**src/rtl/cfg_spi_pkg.sv**
```systemverilog
// Shared constants and types for the serial configuration slave.
// Assumes a 16-bit command word with the address in its low bits.
package cfg_spi_pkg;
    typedef enum logic [1:0] {
        PH_HDR  = 2'd0,
        PH_DATA = 2'd1,
        PH_DONE = 2'd2
    } phase_t;

    localparam int          CMD_BITS      = 16;
    localparam int          START_BITS    = 13;
    localparam int          CTRL_FOURW    = 7;
    localparam int          CTRL_LSBF     = 6;
    localparam logic [1:0]  LEN_UNLIMITED = 2'b11;
endpackage

```
**src/rtl/spi_pin_sync.sv**
```systemverilog
// Brings the serial clock, chip select and data pins into the system clock
// domain and flags serial clock rises and chip select rises.
// Assumes the serial clock is slower than a quarter of the system clock.
module spi_pin_sync #(
    parameter int STAGES = 2
) (
    input  logic clk,
    input  logic rst_n,
    input  logic sclk_i,
    input  logic csb_i,
    input  logic sdi_i,
    output logic sclk_rise,
    output logic csb_rise,
    output logic csb_lvl,
    output logic sdi_lvl
);
    logic [STAGES-1:0] sclk_sr, csb_sr, sdi_sr;
    logic              sclk_d, csb_d;

    // Purpose: shift the pins through the synchronizer chains.
    always_ff @(posedge clk) begin
        if (!rst_n) begin
            sclk_sr <= '0;
            csb_sr  <= '1;
            sdi_sr  <= '0;
            sclk_d  <= 1'b0;
            csb_d   <= 1'b1;
        end else begin
            sclk_sr <= {sclk_sr[STAGES-2:0], sclk_i};
            csb_sr  <= {csb_sr[STAGES-2:0], csb_i};
            sdi_sr  <= {sdi_sr[STAGES-2:0], sdi_i};
            sclk_d  <= sclk_sr[STAGES-1];
            csb_d   <= csb_sr[STAGES-1];
        end
    end

    assign sclk_rise = sclk_sr[STAGES-1] & ~sclk_d;
    assign csb_rise  = csb_sr[STAGES-1] & ~csb_d;
    assign csb_lvl   = csb_sr[STAGES-1];
    assign sdi_lvl   = sdi_sr[STAGES-1];
endmodule

```
**src/rtl/spi_frame_ctrl.sv**
```systemverilog
// Frames a transaction: collects the command word, counts data bits and
// bytes, steps the address, issues write strobes and applies the chip
// select pause rules. Assumes a chip select rise and a serial clock rise
// never land in the same system clock cycle.
module spi_frame_ctrl
    import cfg_spi_pkg::*;
#(
    parameter int CW = CMD_BITS,
    parameter int AW = START_BITS
) (
    input  logic       clk,
    input  logic       rst_n,
    input  logic       sclk_rise,
    input  logic       csb_rise,
    input  logic       csb_lvl,
    input  logic       sdi,
    input  logic       lsb_first,
    output logic       wr_en,
    output logic [7:0] wr_addr,
    output logic [7:0] wr_data,
    output logic [7:0] cur_addr,
    output logic [2:0] bit_idx,
    output logic       rd_active
);
    localparam int CNT_W = $clog2(CW);

    phase_t            phase;
    logic [CNT_W-1:0]  cmd_cnt;
    logic [2:0]        bit_cnt;
    logic [CW-1:0]     cmd_sr, cmd_nxt;
    logic [7:0]        dat_sr, dat_nxt;
    logic              rd_q;
    logic [1:0]        len_q, nbytes_q;
    logic [AW-1:0]     addr_q, addr_step;
    logic              mid_byte, may_pause, byte_last;

    // Purpose: next shift values in the selected bit order and address step.
    always_comb begin
        cmd_nxt   = lsb_first ? {sdi, cmd_sr[CW-1:1]} : {cmd_sr[CW-2:0], sdi};
        dat_nxt   = lsb_first ? {sdi, dat_sr[7:1]}    : {dat_sr[6:0], sdi};
        addr_step = lsb_first ? addr_q - 1'b1 : addr_q + 1'b1;
        byte_last = (len_q != LEN_UNLIMITED) && (nbytes_q == len_q);
        mid_byte  = ((phase == PH_HDR) && (cmd_cnt[2:0] != 3'd0)) ||
                    ((phase == PH_DATA) && (bit_cnt != 3'd0));
        case (phase)
            PH_HDR:  may_pause = !mid_byte;
            PH_DATA: may_pause = !mid_byte &&
                                 ((len_q != LEN_UNLIMITED) || (nbytes_q == 2'd0));
            default: may_pause = 1'b0;
        endcase
    end

    // Purpose: advance the transaction on serial clock and chip select events.
    always_ff @(posedge clk) begin
        if (!rst_n) begin
            phase    <= PH_HDR;
            cmd_cnt  <= '0;
            bit_cnt  <= '0;
            cmd_sr   <= '0;
            dat_sr   <= '0;
            rd_q     <= 1'b0;
            len_q    <= '0;
            nbytes_q <= '0;
            addr_q   <= '0;
            wr_en    <= 1'b0;
            wr_addr  <= '0;
            wr_data  <= '0;
        end else begin
            wr_en <= 1'b0;
            if (csb_rise) begin
                if (!may_pause) begin
                    phase   <= PH_HDR;
                    cmd_cnt <= '0;
                    bit_cnt <= '0;
                end
            end else if (sclk_rise && !csb_lvl) begin
                case (phase)
                    PH_HDR: begin
                        cmd_sr  <= cmd_nxt;
                        cmd_cnt <= cmd_cnt + 1'b1;
                        if (cmd_cnt == CNT_W'(CW - 1)) begin
                            phase    <= PH_DATA;
                            rd_q     <= cmd_nxt[CW-1];
                            len_q    <= cmd_nxt[CW-2 -: 2];
                            addr_q   <= cmd_nxt[AW-1:0];
                            bit_cnt  <= '0;
                            nbytes_q <= '0;
                        end
                    end
                    PH_DATA: begin
                        dat_sr  <= dat_nxt;
                        bit_cnt <= bit_cnt + 1'b1;
                        if (bit_cnt == 3'd7) begin
                            wr_en   <= !rd_q;
                            wr_addr <= addr_q[7:0];
                            wr_data <= dat_nxt;
                            addr_q  <= addr_step;
                            if (byte_last)
                                phase <= PH_DONE;
                            else if (nbytes_q != 2'd3)
                                nbytes_q <= nbytes_q + 1'b1;
                        end
                    end
                    default: ;
                endcase
            end
        end
    end

    assign cur_addr  = addr_q[7:0];
    assign bit_idx   = bit_cnt;
    assign rd_active = rd_q && ((phase == PH_DATA) || (phase == PH_DONE));
endmodule

```
**src/rtl/spi_reg_file.sv**
```systemverilog
// Register bank: entry 0 holds the two mode bits, entries 1 to NUM_REGS-1
// are plain storage, and everything above reads as zero and ignores writes.
// Assumes NUM_REGS is between 2 and 256.
module spi_reg_file
    import cfg_spi_pkg::*;
#(
    parameter int NUM_REGS = 8
) (
    input  logic                  clk,
    input  logic                  rst_n,
    input  logic                  wr_en,
    input  logic [7:0]            wr_addr,
    input  logic [7:0]            wr_data,
    input  logic [7:0]            rd_addr,
    output logic [7:0]            rd_data,
    output logic                  four_wire,
    output logic                  lsb_first,
    output logic [8*NUM_REGS-1:0] regs_flat
);
    logic [1:0] ctrl_q;

    // Purpose: hold the mode bits of entry 0.
    always_ff @(posedge clk) begin
        if (!rst_n)
            ctrl_q <= '0;
        else if (wr_en && (wr_addr == 8'd0))
            ctrl_q <= {wr_data[CTRL_FOURW], wr_data[CTRL_LSBF]};
    end

    assign regs_flat[7:0] = {ctrl_q, 6'b0};
    assign four_wire      = ctrl_q[1];
    assign lsb_first      = ctrl_q[0];

    for (genvar g = 1; g < NUM_REGS; g++) begin : g_store
        logic [7:0] val_q;
        // Purpose: hold one storage entry.
        always_ff @(posedge clk) begin
            if (!rst_n)
                val_q <= '0;
            else if (wr_en && (wr_addr == 8'(g)))
                val_q <= wr_data;
        end
        assign regs_flat[g*8 +: 8] = val_q;
    end

    // Purpose: read multiplexer, zero for unmapped addresses.
    always_comb begin
        rd_data = 8'h00;
        for (int i = 0; i < NUM_REGS; i++)
            if (rd_addr == 8'(i))
                rd_data = regs_flat[i*8 +: 8];
    end
endmodule

```
**src/rtl/cfg_spi_slave.sv**
```systemverilog
// Top of the serial configuration slave: synchronizer, framing, register
// bank and pin steering. Assumes the serial clock idles low and that read
// data is sampled by the master on rising serial clock edges.
module cfg_spi_slave #(
    parameter int NUM_REGS    = 8,
    parameter int SYNC_STAGES = 2
) (
    input  logic clk,
    input  logic rst_n,
    input  logic sclk_i,
    input  logic csb_i,
    input  logic sdio_i,
    output logic sdio_o,
    output logic sdio_oe,
    output logic sdo_o
);
    logic                  sclk_rise, csb_rise, csb_lvl, sdi_lvl;
    logic                  wr_en, rd_active, four_wire, lsb_first, out_bit;
    logic [7:0]            wr_addr, wr_data, cur_addr, rd_data;
    logic [2:0]            bit_idx;
    logic [8*NUM_REGS-1:0] regs_flat;

    spi_pin_sync #(.STAGES(SYNC_STAGES)) i_sync (
        .clk(clk), .rst_n(rst_n), .sclk_i(sclk_i), .csb_i(csb_i), .sdi_i(sdio_i),
        .sclk_rise(sclk_rise), .csb_rise(csb_rise), .csb_lvl(csb_lvl), .sdi_lvl(sdi_lvl)
    );

    spi_frame_ctrl i_frame (
        .clk(clk), .rst_n(rst_n), .sclk_rise(sclk_rise), .csb_rise(csb_rise),
        .csb_lvl(csb_lvl), .sdi(sdi_lvl), .lsb_first(lsb_first),
        .wr_en(wr_en), .wr_addr(wr_addr), .wr_data(wr_data),
        .cur_addr(cur_addr), .bit_idx(bit_idx), .rd_active(rd_active)
    );

    spi_reg_file #(.NUM_REGS(NUM_REGS)) i_regs (
        .clk(clk), .rst_n(rst_n), .wr_en(wr_en), .wr_addr(wr_addr),
        .wr_data(wr_data), .rd_addr(cur_addr), .rd_data(rd_data),
        .four_wire(four_wire), .lsb_first(lsb_first), .regs_flat(regs_flat)
    );

    // Purpose: pick the current read bit in the selected order.
    assign out_bit = lsb_first ? rd_data[bit_idx] : rd_data[3'd7 - bit_idx];

    assign sdio_oe = rd_active & ~csb_lvl & ~four_wire;
    assign sdio_o  = sdio_oe & out_bit;
    assign sdo_o   = four_wire & ~csb_lvl & rd_active & out_bit;
endmodule

```
**config.mk**
```make
export PLATFORM = sky130hd
export DESIGN_NAME = cfg_spi_slave
export DESIGN_NICKNAME = d
export VERILOG_FILES = /design/src/rtl/cfg_spi_pkg.sv /design/src/rtl/spi_pin_sync.sv /design/src/rtl/spi_frame_ctrl.sv /design/src/rtl/spi_reg_file.sv /design/src/rtl/cfg_spi_slave.sv
export SDC_FILE = /design/constraint.sdc
export NUM_CORES = 1
export LEC_CHECK = 0
export ABC_AREA = 1
export BUFFER_PORTS_ARGS = -buffer_cell sky130_fd_sc_hd__buf_2
export CAP_MARGIN = 20
export CORE_AREA = 2 2 108 110
export CTS_CLUSTER_SIZE = 40
export DETAILED_ROUTE_END_ITERATION = 8
export DIE_AREA = 0 0 110 112
export GPL_ROUTABILITY_DRIVEN = 1
export GPL_TIMING_DRIVEN = 0
export PLACE_DENSITY = 0.7
export SETUP_SLACK_MARGIN = 0.1
export SLEW_MARGIN = 20
export SYNTH_ARGS = -nofsm -noshare
export SYNTH_HDL_FRONTEND = slang
export SYNTH_SLANG_ARGS = --single-unit
```
**constraint.sdc**
```tcl
create_clock -name clk -period 2.8 [get_ports clk]
set_clock_uncertainty 0.05 [all_clocks]
set_input_delay 0.42 -clock clk [delete_from_list [all_inputs] [get_ports clk]]
set_output_delay 0.42 -clock clk [all_outputs]
set_load 0.05 [all_outputs]
```
==> summary.md <==
| Metric | Value |
|---|---|
| Hold_buf cts | 0 |
| Gr usage total | 0.286 |
| Area fraction of the dominant cell type after synthesis | 0.426 |
| Core area | 0.0112 mm2 |
| Hold crit path type | input port to register |
| Kind of critical path | register to output port |
| CP Cell Sequence | nor2_4 > nand2_4 > inv_6 > buf_6 > nand3_2 > nand2_2 > nor2_1 > nand3_1 > nand2_2 > nand3_1 > nand3_1 > a21oi_1 > nand2_1 > a21oi_2 > buf_6 |
| Slew of the pin with the lowest slew margin | 0.642 ns |
| Residual DRC count | 0 |
| Die Area | 0.0123 mm2 |
| XOR/XNOR share of the synthesized area | 0.00289 |
| Clock Latency Late Sink | 0.42 ns |
| Antenna Cells | 0 |
| Flops & latches, synth | 129 |
| Failing checks | negative setup slack |
| Pwr/cell area | 574 mW/mm2 |
| Max-Cap Viols | 0 |
| Multiplexer share of the synthesized area | 0 |
| Setup tns final | -0.140 ns |
| Post-route ant nets | 0 |
| Worst r2r src | i_regs.ctrl_q[0] |
| CP required | 2.33 ns |
| Leak Pwr | 2.93 nW |
| Relative slew margins | 0.572 |
| Initial drt markers | 547 |
| Layout Nets | 908 |
| Startpoint Class | register |
| Kind of cell adding the most delay to the critical path | simple AND/OR/NAND/NOR gates |
| Worst Hold Endpoint | i_sync.sdi_sr[0] |
| Adder-Cell Fraction of Synth Area | 0.0343 |
| GRT overflow | 0 |
| Mean Syn Cell Area | 7.15 um2 |
| Port Buffers | 7 |
| Placed cell count | 998 |
| Routability Congestion | 0.953 |
| Count leader, synth | nand2_1 |
| Ranking of synthesized cells by area | dfxtp_1 (43%), o21ai_0 (10%), a21oi_1 (9.4%) |
| Clock Pin Slew Worst Setup and Hold Paths | 0.05 ns |
| Hold wc startpoint | sdio_i |
| Dpl hpwl | 11900 um |
| Crit. End Element | output port |
| Max FO, Critical Path | 8 |
| Root Buffer | clkbuf_16 |
| Status | finished with violations |
| Mapped Area | 0.00606 mm2 |
| Cell row count | 39 |
| Mapped Cells | 848 |
| RSZ-0062 raised after global routing | yes |
| EDFF count, synth | 0 |
| Slew Limit Fails | 0 |
| Clock net sink count | 129 |
| Tcrit/Tclk final | 1.03 |
| Simple-gate area share of the yosys netlist | 0.221 |
| Worst setup margin | -0.0866 ns |
| Dominant cell type by area after synthesis | dfxtp_1 |
| Worst r2r dst | i_frame.addr_q[6] |
| IO Count | 8 |
| CTS tree | done |
| Largest net degree at the start of global routing | 17 |
| Final Hold Viols | 0 |
| Fraction of layout cells with a size suffix above 1 | 0.149 |
| Chip height | 112 um |
| Fin crit period | 2.89 ns |
| Library cells used by synthesis | 42 |
| Vias in the first global route | 5495 |
| Initial antenna violation count | 0 |
| Drt pass-1 iters | 5 |
| TritonCTS buffer count | 17 |
| Post-Syn Nets | 869 |
| Synth Flop Type | dfxtp_1 |
| Synth warn | 0 |
| R2R depth | 14 |
| Layout Cells excl Fill | 1043 |
| Post-synth top cells | nand2_1 (136), dfxtp_1 (129), o21ai_0 (124) |
| Arr. time, crit path | 2.42 ns |
| CP startpoint | i_frame.addr_q[7] |
| Reg2reg setup slack | 0.40 ns |
| Peak supply drop | 0.000609 V |
| Initial Util | 0.542 |
| Global-route wire length before repair | 27100 um |
| Worst path slowest cell | dfxtp_4 |
| # setup viols final | 2 |
| Hold Path Stages | 3 |
| WL/cell | 16.2 um |
| Largest family of logic cells by synthesized area | compound AO/OA/AOI/OAI gates |
| Final WL | 16900 um |
| Most frequent CP cell | nand3_1 |
| Asr flop ratio synth | 0 |
| Register area share after synthesis | 0.426 |
| Compound-Gate Fraction of Synth Area | 0.225 |
| Fmax | 0.346 GHz |
| Die X-Extent | 110 um |
| Htree depth | 4 |
| Buf/Inv on CP | 3 |
| Detailed-route via count | 5819 |
| DR vias/cell | 5.58 |
| Maximum buffer depth of the clock tree | 2 |
| Crit-path max cell delay | 0.36 ns |
| Area grow syn2layout | 18.4% |
-- cells by family (layout without fill, tap and decap cells) --
| kind of cell | Yosys count | after routing |
|---|---|---|
| compound gates | 261 | 261 |
| xor+xnor | 2 | 2 |
| fa+ha+maj | 16 | 16 |
| buf+inv | 140 | 192 |
| flops | 129 | 129 |
| simple gates | 300 | 300 |
-- what timing repair did --
item,4_1_cts,5_1_grt
resized for setup,44,21
setup buffers,9,3
pin swaps,17,17
gates cloned,1,0
setup endpoints to repair,2,3
-- power breakdown --
group	internal, mW	leakage, nW	switching (mW)	total, mW
Combinational	0.0254	1.60	0.0695	0.0949
Sequential	1.84	1.05	0.00510	1.85
Clock	1.40	0.285	0.775	2.18
Total	3.27	2.93	0.850	4.12
-- per-layer routing --
| metal | share of wire | wire, um | GRT usage |
|---|---|---|---|
| met1 | 0.44 | 7360 | 0.359 |
| met2 | 0.49 | 8260 | 0.474 |
| met3 | 0.050 | 840 | 0.0585 |
| met4 | 0.027 | 449 | 0.119 |
| met5 | 0 | 0 | 0 |
-- worst max-delay path by stage --
stage | endpoint | slack (ns) | depth (start not counted)
floorplan | sdio_o | 0.16 | 14
global placement | i_frame.addr_q[6] | 0.22 | 14
detailed placement | sdo_o | 0.15 | 15
CTS | sdo_o | -0.03 | 15
global route | sdo_o | -0.23 | 15
finish | sdo_o | -0.09 | 15
-- flip-flops by register name, indices dropped and copies added (netlist names), 3 cells and up --
| register | flops |
|---|---|
| i_frame.wr_data | 8 |
| i_frame.dat_sr | 8 |
| i_regs.g_store.val_q | 56 |
| i_frame.wr_addr | 8 |
| i_frame.bit_idx | 3 |
| i_frame.cmd_sr | 16 |
| i_frame.addr_q | 8 |
| i_frame.cmd_cnt | 4 |
-- final cells by class --
cell class | instances | area [um2]
Sequential cell | 129 | 2610
Multi-Input combinational cell | 579 | 3100
Inverter | 105 | 407
Clock inverter | 5 | 75.1
Tap cell | 143 | 179
Timing Repair Buffer | 20 | 159
Buffer | 35 | 154
Fill cell | 982 | 4000
Clock buffer | 27 | 503
-- layout by cell type (no fill, tap or decap), types with 11 or more instances in the layout --
cell type | synthesis | layout
nand2_1 | 136 | 129
o21ai_0 | 124 | 124
dfxtp_1 | 129 | 120
a21oi_1 | 114 | 112
inv_1 | 94 | 92
nor2_1 | 86 | 77
clkbuf_1 | 22 | 27
nand3_1 | 34 | 24
clkbuf_16 | 0 | 17
buf_2 | 10 | 16
ha_1 | 15 | 15
a211oi_1 | 13 | 13
nor2_4 | 5 | 11
nand3_2 | 1 | 11
-- worst reg2reg max path, delay by kind of cell (launching register included) --
kind                       cells  cell delay [ns]
AOI/OAI and AO/OA              3             0.30
xor gates and xnor gates       1             0.12
adders and majority gates      1             0.38
buffers and inverters          3             0.47
DFF                            1             0.45
and+or+nand+nor                6             0.49
-- stage by stage --
step / total power, mW / setup WS [ns] / area, um2 / hold slack (ns) / utilization
finish: 4.12 / -0.0866 / 7180 / 0.137 / 0.642
detailed placement: 1.98 / 0.151 / 6290 / 0.345 / 0.563
CTS: 4.12 / -0.0348 / 7080 / 0.129 / 0.634
global route: 4.24 / -0.226 / 7180 / 0.132 / 0.642
global placement: 1.98 / 0.219 / 6290 / 0.345 / 0.563
floorplan: 1.95 / 0.162 / 6080 / 0.340 / -
Note: power is estimated with default switching activity, not from simulation.
